<file path="config.mk">
export PLATFORM = sky130hd
export DESIGN_NAME = msp_stream_packer
export DESIGN_NICKNAME = d
export VERILOG_FILES = /design/src/rtl/msp_pkg.sv /design/src/rtl/msp_sop_track.sv /design/src/rtl/msp_flush_ctl.sv /design/src/rtl/msp_seg_accum.sv /design/src/rtl/msp_out_reg.sv /design/src/rtl/msp_stream_packer.sv
export SDC_FILE = /design/constraint.sdc
export NUM_CORES = 1
export LEC_CHECK = 0
export ABC_AREA = 0
export BUFFER_PORTS_ARGS = -buffer_cell sky130_fd_sc_hd__buf_2
export CAP_MARGIN = 20
export CORE_ASPECT_RATIO = 0.8
export CORE_MARGIN = 4
export CORE_UTILIZATION = 37
export DETAILED_ROUTE_END_ITERATION = 10
export SLEW_MARGIN = 20
export SYNTH_ARGS = -nofsm -noshare
export SYNTH_HDL_FRONTEND = slang
export SYNTH_HIERARCHICAL = 1
export SYNTH_SLANG_ARGS = --single-unit
</file>
<file path="constraint.sdc">
create_clock -name clk -period 12.25 [get_ports clk]
set_clock_uncertainty 0.05 [all_clocks]
set_input_delay 1.8375 -clock clk [delete_from_list [all_inputs] [get_ports clk]]
set_output_delay 1.8375 -clock clk [all_outputs]
set_load 0.01 [all_outputs]
</file>
<file path="src/rtl/msp_pkg.sv">
`timescale 1ns/1ps
package msp_pkg;

   // Reason an accumulated beat is moved to the output register.
   typedef enum logic [1:0] {
      FL_NONE,
      FL_FULL,
      FL_SOPLIM,
      FL_IDLE
   } flush_cause_e;

   function automatic int cnt_bits(input int n);
      return (n < 2) ? 1 : $clog2(n + 1);
   endfunction

endpackage

</file>
<file path="src/rtl/msp_sop_track.sv">
`timescale 1ns/1ps
// Marks whether the next input beat opens a new packet.
module msp_sop_track (
   input  logic clk,
   input  logic rst_n,
   input  logic fire,
   input  logic last,
   output logic in_sop
);

   logic mid_q;

   always_ff @(posedge clk) begin
      if (!rst_n)    mid_q <= 1'b0;
      else if (fire) mid_q <= !last;
   end

   assign in_sop = !mid_q;

endmodule

</file>
<file path="src/rtl/msp_flush_ctl.sv">
`timescale 1ns/1ps
// Decides when the accumulator hands its beat to the output register
// and whether an input beat can be taken this cycle.
module msp_flush_ctl
   import msp_pkg::*;
#(
   parameter int NUM_SEG = 2,
   parameter int NUM_SOP = 2,
   parameter int CNT_W   = 2
) (
   input  logic [CNT_W-1:0] acc_cnt,
   input  logic [CNT_W-1:0] sop_cnt,
   input  logic             in_valid,
   input  logic             in_sop,
   input  logic             out_full,
   input  logic             out_ready,
   output logic             in_ready,
   output logic             flush
);

   flush_cause_e cause;
   logic         can_move;
   logic         acc_full;
   logic         acc_some;
   logic         sop_lim;

   assign acc_full = (acc_cnt == CNT_W'(NUM_SEG));
   assign acc_some = (acc_cnt != '0);
   assign sop_lim  = acc_some && in_sop && (sop_cnt >= CNT_W'(NUM_SOP));
   assign can_move = !out_full || out_ready;

   always_comb begin
      cause = FL_NONE;
      if (acc_full)              cause = FL_FULL;
      else if (sop_lim)          cause = FL_SOPLIM;
      else if (acc_some && !in_valid) cause = FL_IDLE;
   end

   assign in_ready = !(cause == FL_FULL || cause == FL_SOPLIM) || can_move;
   assign flush    = (cause != FL_NONE) && can_move;

endmodule

</file>
<file path="src/rtl/msp_seg_accum.sv">
`timescale 1ns/1ps
// Collects input beats into segment slots, lowest slot first.
module msp_seg_accum #(
   parameter int NUM_SEG = 2,
   parameter int SEG_W   = 64,
   parameter int EMPTY_W = 3,
   parameter int CNT_W   = 2
) (
   input  logic                       clk,
   input  logic                       rst_n,
   input  logic                       take,
   input  logic                       flush,
   input  logic [SEG_W-1:0]           in_data,
   input  logic                       in_last,
   input  logic [EMPTY_W-1:0]         in_empty,
   input  logic                       in_err,
   input  logic                       in_sop,
   output logic [CNT_W-1:0]           acc_cnt,
   output logic [CNT_W-1:0]           sop_cnt,
   output logic [NUM_SEG*SEG_W-1:0]   slot_data,
   output logic [NUM_SEG-1:0]         slot_valid,
   output logic [NUM_SEG-1:0]         slot_sop,
   output logic [NUM_SEG-1:0]         slot_eop,
   output logic [NUM_SEG*EMPTY_W-1:0] slot_empty,
   output logic [NUM_SEG-1:0]         slot_err
);

   logic [CNT_W-1:0] wr_idx;

   assign wr_idx = flush ? '0 : acc_cnt;

   always_ff @(posedge clk) begin
      if (!rst_n) begin
         acc_cnt <= '0;
         sop_cnt <= '0;
      end else if (flush && take) begin
         acc_cnt <= CNT_W'(1);
         sop_cnt <= CNT_W'(in_sop);
      end else if (flush) begin
         acc_cnt <= '0;
         sop_cnt <= '0;
      end else if (take) begin
         acc_cnt <= acc_cnt + CNT_W'(1);
         sop_cnt <= sop_cnt + CNT_W'(in_sop);
      end
   end

   for (genvar i = 0; i < NUM_SEG; i++) begin : g_slot
      logic wr;
      assign wr = take && (wr_idx == CNT_W'(i));

      always_ff @(posedge clk) begin
         if (!rst_n) begin
            slot_sop[i] <= 1'b0;
            slot_eop[i] <= 1'b0;
            slot_err[i] <= 1'b0;
         end else if (wr) begin
            slot_sop[i] <= in_sop;
            slot_eop[i] <= in_last;
            slot_err[i] <= in_last && in_err;
         end
      end

      always_ff @(posedge clk) begin
         if (wr) begin
            slot_data[i*SEG_W +: SEG_W]     <= in_data;
            slot_empty[i*EMPTY_W +: EMPTY_W] <= in_last ? in_empty : '0;
         end
      end

      assign slot_valid[i] = (CNT_W'(i) < acc_cnt);
   end

endmodule

</file>
<file path="src/rtl/msp_out_reg.sv">
`timescale 1ns/1ps
// One-deep holding register for the packed output beat.
module msp_out_reg #(
   parameter int NUM_SEG = 2,
   parameter int SEG_W   = 64,
   parameter int EMPTY_W = 3
) (
   input  logic                       clk,
   input  logic                       rst_n,
   input  logic                       flush,
   input  logic                       out_ready,
   input  logic [NUM_SEG*SEG_W-1:0]   slot_data,
   input  logic [NUM_SEG-1:0]         slot_valid,
   input  logic [NUM_SEG-1:0]         slot_sop,
   input  logic [NUM_SEG-1:0]         slot_eop,
   input  logic [NUM_SEG*EMPTY_W-1:0] slot_empty,
   input  logic [NUM_SEG-1:0]         slot_err,
   output logic                       out_full,
   output logic [NUM_SEG*SEG_W-1:0]   m_data,
   output logic [NUM_SEG-1:0]         m_seg_valid,
   output logic [NUM_SEG-1:0]         m_seg_sop,
   output logic [NUM_SEG-1:0]         m_seg_eop,
   output logic [NUM_SEG*EMPTY_W-1:0] m_seg_empty,
   output logic [NUM_SEG-1:0]         m_seg_err
);

   logic [NUM_SEG-1:0] sv_q, sop_q, eop_q, err_q;

   always_ff @(posedge clk) begin
      if (!rst_n) begin
         out_full <= 1'b0;
         sv_q     <= '0;
         sop_q    <= '0;
         eop_q    <= '0;
         err_q    <= '0;
      end else if (flush) begin
         out_full <= 1'b1;
         sv_q     <= slot_valid;
         sop_q    <= slot_sop & slot_valid;
         eop_q    <= slot_eop & slot_valid;
         err_q    <= slot_err & slot_valid;
      end else if (out_ready) begin
         out_full <= 1'b0;
      end
   end

   always_ff @(posedge clk) begin
      if (flush) begin
         m_data      <= slot_data;
         m_seg_empty <= slot_empty;
      end
   end

   assign m_seg_valid = out_full ? sv_q  : '0;
   assign m_seg_sop   = out_full ? sop_q : '0;
   assign m_seg_eop   = out_full ? eop_q : '0;
   assign m_seg_err   = out_full ? err_q : '0;

endmodule

</file>
<file path="src/rtl/msp_stream_packer.sv">
`timescale 1ns/1ps
module msp_stream_packer #(
   parameter  int BUS_BYTES = 16,
   parameter  int NUM_SEG   = 2,
   parameter  int NUM_SOP   = 2,
   localparam int SEG_BYTES = BUS_BYTES / NUM_SEG,
   localparam int SEG_W     = SEG_BYTES * 8,
   localparam int EMPTY_W   = (SEG_BYTES < 2) ? 1 : $clog2(SEG_BYTES)
) (
   input  logic                       clk,
   input  logic                       rst_n,
   input  logic                       s_valid,
   output logic                       s_ready,
   input  logic [SEG_W-1:0]           s_data,
   input  logic                       s_last,
   input  logic [EMPTY_W-1:0]         s_empty,
   input  logic                       s_err,
   output logic                       m_valid,
   input  logic                       m_ready,
   output logic [BUS_BYTES*8-1:0]     m_data,
   output logic [NUM_SEG-1:0]         m_seg_valid,
   output logic [NUM_SEG-1:0]         m_seg_sop,
   output logic [NUM_SEG-1:0]         m_seg_eop,
   output logic [NUM_SEG*EMPTY_W-1:0] m_seg_empty,
   output logic [NUM_SEG-1:0]         m_seg_err
);

   localparam int CNT_W = msp_pkg::cnt_bits(NUM_SEG);

   if (NUM_SEG < 1 || (BUS_BYTES % NUM_SEG) != 0) begin : g_bad_seg
      $error("BUS_BYTES must split evenly into NUM_SEG segments");
   end
   if (NUM_SOP < 1 || NUM_SOP > NUM_SEG) begin : g_bad_sop
      $error("NUM_SOP must lie between 1 and NUM_SEG");
   end

   logic                       in_sop;
   logic                       take;
   logic                       flush;
   logic                       out_full;
   logic [CNT_W-1:0]           acc_cnt;
   logic [CNT_W-1:0]           sop_cnt;
   logic [NUM_SEG*SEG_W-1:0]   slot_data;
   logic [NUM_SEG-1:0]         slot_valid, slot_sop, slot_eop, slot_err;
   logic [NUM_SEG*EMPTY_W-1:0] slot_empty;

   assign take    = s_valid && s_ready;
   assign m_valid = out_full;

   msp_sop_track u_track (
      .clk    (clk),
      .rst_n  (rst_n),
      .fire   (take),
      .last   (s_last),
      .in_sop (in_sop)
   );

   msp_flush_ctl #(
      .NUM_SEG (NUM_SEG),
      .NUM_SOP (NUM_SOP),
      .CNT_W   (CNT_W)
   ) u_ctl (
      .acc_cnt   (acc_cnt),
      .sop_cnt   (sop_cnt),
      .in_valid  (s_valid),
      .in_sop    (in_sop),
      .out_full  (out_full),
      .out_ready (m_ready),
      .in_ready  (s_ready),
      .flush     (flush)
   );

   msp_seg_accum #(
      .NUM_SEG (NUM_SEG),
      .SEG_W   (SEG_W),
      .EMPTY_W (EMPTY_W),
      .CNT_W   (CNT_W)
   ) u_acc (
      .clk        (clk),
      .rst_n      (rst_n),
      .take       (take),
      .flush      (flush),
      .in_data    (s_data),
      .in_last    (s_last),
      .in_empty   (s_empty),
      .in_err     (s_err),
      .in_sop     (in_sop),
      .acc_cnt    (acc_cnt),
      .sop_cnt    (sop_cnt),
      .slot_data  (slot_data),
      .slot_valid (slot_valid),
      .slot_sop   (slot_sop),
      .slot_eop   (slot_eop),
      .slot_empty (slot_empty),
      .slot_err   (slot_err)
   );

   msp_out_reg #(
      .NUM_SEG (NUM_SEG),
      .SEG_W   (SEG_W),
      .EMPTY_W (EMPTY_W)
   ) u_out (
      .clk         (clk),
      .rst_n       (rst_n),
      .flush       (flush),
      .out_ready   (m_ready),
      .slot_data   (slot_data),
      .slot_valid  (slot_valid),
      .slot_sop    (slot_sop),
      .slot_eop    (slot_eop),
      .slot_empty  (slot_empty),
      .slot_err    (slot_err),
      .out_full    (out_full),
      .m_data      (m_data),
      .m_seg_valid (m_seg_valid),
      .m_seg_sop   (m_seg_sop),
      .m_seg_eop   (m_seg_eop),
      .m_seg_empty (m_seg_empty),
      .m_seg_err   (m_seg_err)
   );

endmodule

</file>
-- Yosys cells after proc, flatten, opt, wreduce, memory -nomap -nowiden
Index checks and enable logic that the tools add are counted.
- memories: 0
- bits in registers: 288
- bits in latches: 0
- output and inout bits: 144
- RAM bits: 0
- input bits: 73
- bits in read-only memories: 0
- shift-type cells: 0
- div/mod/pow operators: 0
- mux-type cells: 17
- order comparisons: 3
- multipliers: 0
- bitwise gates (word level): 4
- equality and inequality tests: 4
- reduce and logical (&&, ||, !) cells: 23
- add/sub/neg operators: 2
- operators by type and width (kind ; count):
    two-way mux 2 bit ; 8
    logical AND 1 bit ; 9
    two-way mux 1 bit ; 8
    bitwise AND 2 bit ; 3
    nonzero test 2 bit ; 3
    zero test 1 bit ; 5
    equality test 2 x 1 -> 1 bit (second input constant) ; 2
    equality test 2 bit (second input constant) ; 2
    less-than comparator 1 x 2 -> 1 bit (first input constant) ; 2
    logical OR 1 bit ; 3
    two-way mux 3 bit ; 1
    nonzero test 3 bit ; 1
    OR reduction 3 bit ; 1
    adder 2 x 1 -> 2 bit ; 1
    adder 2 x 1 -> 2 bit (second input constant) ; 1
    greater-or-equal comparator 2 bit (second input constant) ; 1
    zero test 2 bit ; 1
    inverter 1 bit ; 1

-- Logic depth before layout (Yosys ltp)
- word-level depth: 13
- depth in mapped cells: 11

-- By module
Netlist, hierarchy kept.
- modules (own cells, without submodules) (module ; sequential area each (um2) ; cells an instance ; area each (um2) ; times used):
    msp_seg_accum ; 4224.1 ; 188 ; 4530.6 ; 1
    msp_out_reg ; 4204.0 ; 177 ; 4424.2 ; 1
    msp_flush_ctl ; 0.0 ; 8 ; 55.1 ; 1
    msp_sop_track ; 20.0 ; 4 ; 37.5 ; 1
    msp_stream_packer ; 0.0 ; 1 ; 6.3 ; 1

-- Least setup slack after synthesis
OpenSTA, ideal clock, no wires.
- kind: input port to flip-flop
- from: input s_valid
- to: register u_acc.slot_data[0] (enable)
- arrival: 10.353 ns
- library setup time: 0.435 ns
- stages: 5
- slack: 1.412 ns
- cell sequence: a21bo_1 nand2_1 ha_1 nor2_1 o21a_1
- RTL lines (what ; line ; RTL):
    from (decl) ; msp_stream_packer.sv:12 ; input logic s_valid,
    zero test 1 bit ; msp_flush_ctl.sv:36 ; else if (acc_some && !in_valid) cause = FL_IDLE;
    logical AND 1 bit ; msp_flush_ctl.sv:36 ;
    two-way mux 2 bit ; msp_flush_ctl.sv:36 ;
    two-way mux 2 bit ; msp_flush_ctl.sv:35 ; else if (sop_lim) cause = FL_SOPLIM;
    two-way mux 2 bit ; msp_flush_ctl.sv:34 ; if (acc_full) cause = FL_FULL;
    nonzero test 2 bit ; msp_flush_ctl.sv:40 ; assign flush = (cause != FL_NONE) && can_move;
    logical AND 1 bit ; msp_flush_ctl.sv:40 ;
    net flush ; msp_stream_packer.sv:39 ; logic flush;
    two-way mux 2 bit ; msp_seg_accum.sv:30 ; assign wr_idx = flush ? '0 : acc_cnt;
    zero test 2 bit ; msp_seg_accum.sv:50 ; assign wr = take && (wr_idx == CNT_W'(i));
    logical AND 1 bit ; msp_seg_accum.sv:50 ;
    net u_acc.g_slot[0].wr ; msp_seg_accum.sv:49 ; logic wr;
    to (signal, indexed assignment) ; msp_seg_accum.sv:66 ; slot_data[i*SEG_W +: SEG_W] <= in_data;
    to (decl) ; msp_seg_accum.sv:20 ; output logic [NUM_SEG*SEG_W-1:0] slot_data,
The timed path passes the listed nets, and every way through them passes these cells.
A chain may end at the register's enable or synchronous reset.

-- Final worst setup path
- from: input s_valid
- to: output s_ready
- cells in the longest elaborated chain, start to end: 9
- ends and longest elaborated chain (what ; line ; RTL):
    zero test 1 bit * ; msp_flush_ctl.sv:36 ;
    logical AND 1 bit * ; msp_flush_ctl.sv:36 ;
    two-way mux 2 bit * ; msp_flush_ctl.sv:36 ;
    two-way mux 2 bit * ; msp_flush_ctl.sv:35 ;
    two-way mux 2 bit * ; msp_flush_ctl.sv:34 ;
    equality test 2 x 1 -> 1 bit / equality test 2 bit (equally long branches) ; msp_flush_ctl.sv:39 ; assign in_ready = !(cause == FL_FULL || cause == FL_SOPLIM) || can_move;
    logical OR 1 bit * ; msp_flush_ctl.sv:39 ;
    zero test 1 bit * ; msp_flush_ctl.sv:39 ;
    logical OR 1 bit * ; msp_flush_ctl.sv:39 ;
    to (decl) ; msp_stream_packer.sv:13 ; output logic s_ready,
Mark *: on every way between the ends. The rest lies on a longest branch, timed or not.

==> flow_metrics.py <==
metrics = {
    "run_status": {
        "status": "complete, no violations",
    },
    "worst_setup_path": {
        "critPathKind": "primary input to output port",
        "worst-path-max-fanout": 3,
        "critPathLaunchType": "primary input",
        "crit_path_end_kind": "output port",
        "required_ns": 10.36,
        "crit_arrival_ns": 2.66,
    },
    "timing": {
        "tightestPinTransition_ns": 1.03,
        "hold_viol": 0,
        "slew-limit-headroom": 0.313,
        "whs_ns": 0.358,
        "rsz0062_at_grt": "no",
        "tns_ns": 0,
        "drv_slew": 0,
        "finalCriticalPeriod_ns": 4.55,
        "fin_crit_sh": 0.371,
        "setup_violations": 0,
        "max_freq_mhz": 220,
    },
    "synth": {
        "yosysWarningCount": 6,
        "ys.flop_type": "edfxtp_1",
        "syn-instance-count": 378,
        "async_reset_ff_frac": 0,
        "yosysSeqAreaShare": 0.933,
        "synth_seq_cells": 288,
        "synth_area_um2": 9050,
        "yosys.cell_types.count": 30,
        "synth_nets": 454,
        "syn_area_per_cell_um2": 24.0,
        "synth_edf_count": 268,
    },
    "floorplan": {
        "core-area_um2": 23700,
        "die_h_um": 148,
        "top_level_ports": 217,
        "rows": 50,
        "die_w_um": 183,
        "initial_core_util": 0.382,
        "dieArea_um2": 27100,
    },
    "clocking": {
        "insertion_delay_ns": 0.53,
        "cts-root-buf": "clkbuf_16",
        "ctsHoldBuffers": 0,
        "clock_path_buffers": 3,
        "postCtsSetupRepairBufs": 0,
        "numCtsBuffers": 28,
        "cts_max_level": 1,
        "cts_num_sinks": 288,
        "clkTransAtPathRegs_ns": 0.06,
        "cts-resized-gates": 0,
        "cts_tree": "done",
    },
    "final_layout": {
        "area_delta_synth_final_pct": 26.4,
        "final_cell_area_um2": 11400,
        "drive_above_1_share": 0.405,
        "nNetsFinal": 698,
    },
    "drt": {
        "ant_nets": 0,
        "drcViolationCount": 0,
        "wl_per_cell_um": 17.2,
        "drt_pass1_iterations": 5,
        "drt_wl_total_mm": 16.4,
        "num_vias": 4231,
        "via_per_inst": 4.43,
        "drtIter0Drc": 365,
    },
    "global_routing": {
        "grt_pass1_wl_mm": 24.7,
        "grt_max_degree": 81,
        "grt_pass1_vias": 4331,
        "grt_usage": 0.117,
        "antenna_found_initial": 1,
        "grt.overflow.total": 0,
    },
    "pwr": {
        "pwr-share-clk": 0.378,
        "seq_power_share": 0.554,
        "p_sw_w": 0.000458,
        "p_comb_frac": 0.068,
        "peakVddDrop_mv": 0.0812,
        "power_density_nw_per_um2": 189,
        "leakagePower_nw": 4.24,
        "swShare": 0.212,
        "p_int_w": 0.00171,
    },
    "hold_path": {
        "hold_class": "flip-flop to flip-flop",
    },
    "place": {
        "dpl_cell_area_um2": 10500,
        "hpwl_mm": 10.6,
        "port_buffers": 216,
        "gp_congestion": 0.770,
    },
    "flow_run": {
        "drv_cap": 0,
    },
}
synth_stat cells, drive strengths merged, types with 2 or more instances:
cell	n	area [um^2]
a21boi	2	18.8
and2	12	75.1
buf	5	42.5
dfxtp	20	400
edfxtp	268	8050
ha	3	37.5
inv	4	15.0
mux2i	9	90.1
nand2	15	56.3
nand2b	2	20.0
nand3	2	10.0
nand3b	6	45.0
nand4	6	37.5
nor2	5	18.8
nor2b	7	43.8
o21a	2	15.0
power by group through the flow:
stage               sequential [W]  combinational [W]  clock (W)
floorplan                  0.00125          0.0000494          0
global placement           0.00122           0.000148          0
detailed placement         0.00122           0.000151          0
CTS                        0.00120           0.000151   0.000844
global route               0.00121           0.000163   0.000894
finish                     0.00120           0.000148   0.000819
layout make-up:
| type | count | area, um^2 |
|---|---|---|
| antenna | 1 | 2.50 |
| clock buffer | 33 | 719 |
| clock inverter | 17 | 180 |
| fill | 1982 | 12300 |
| inverter | 4 | 15.0 |
| multi-input combinational | 80 | 563 |
| sequential | 288 | 8450 |
| tap | 312 | 390 |
| timing repair buffer | 220 | 1120 |
path summary, 6_finish.rpt:
check | start | end | slack (ns) | cells past startpoint
setup / recovery | s_valid | s_ready | 7.70 | 6
hold / removal | u_acc/slot_data[93] | u_out/m_data[93] | 0.36 | 0
setup reg to reg | u_acc/acc_cnt[1] | u_out/sv_q[1] | 9.02 | 7
hold reg to reg | u_acc/slot_data[93] | u_out/m_data[93] | 0.36 | 0
flip-flops by register name, indices dropped and copies added (netlist names), 6 cells and up:
| signal | count |
|---|---|
| u_out/m_data | 128 |
| u_acc/slot_empty | 6 |
| u_out/m_seg_empty | 6 |
| u_acc/slot_data | 128 |
stage by stage:
step	total power, W	utilization	setup slack (ns)	std cells
floorplan	0.00130	-	1.41	378
global route	0.00226	0.483	7.62	955
CTS	0.00220	0.482	7.70	953
detailed placement	0.00137	0.444	7.46	903
global placement	0.00137	0.444	7.55	903
finish	0.00217	0.483	7.70	955
placed cells by master (no fill, tap or decap), drive strengths merged, types with 3 or more instances in the layout:
master  count
and2       12
buf       220
bufinv      3
clkbuf     33
clkinv     14
dfxtp      20
edfxtp    268
ha          3
inv         4
mux2i       9
nand2      15
nand3b      6
nand4       6
nor2        5
nor2b       7
logic make-up after synthesis:
logic type,Yosys count,synth area share
flip-flops,288,0.933
AND/OR/NAND/NOR,57,0.0359
buffers and inverters,10,0.00677
multiplexers,10,0.0112
AO/OA/AOI/OAI,9,0.00788
adder cells (fa/ha/maj),3,0.00415
XOR/XNOR,1,0.000968
critical path: stages:
cell	delay [ns]
buf_2	0.11
a21oi_1	0.12
mux2i_1	0.09
ha_1	0.31
nand2_1	0.07
buf_2	0.12
metal layers:
| metal | vias up | global-route usage | routed length (um) |
|---|---|---|---|
| met2 | 196 | 0.178 | 7360 |
| li1 | 1968 | - | - |
| met3 | 34 | 0.0357 | 1660 |
| met4 | 0 | 0.0361 | 429 |
| met5 | - | 0 | 0 |
| met1 | 2033 | 0.162 | 6950 |
Power figures use the tool's default switching activity.
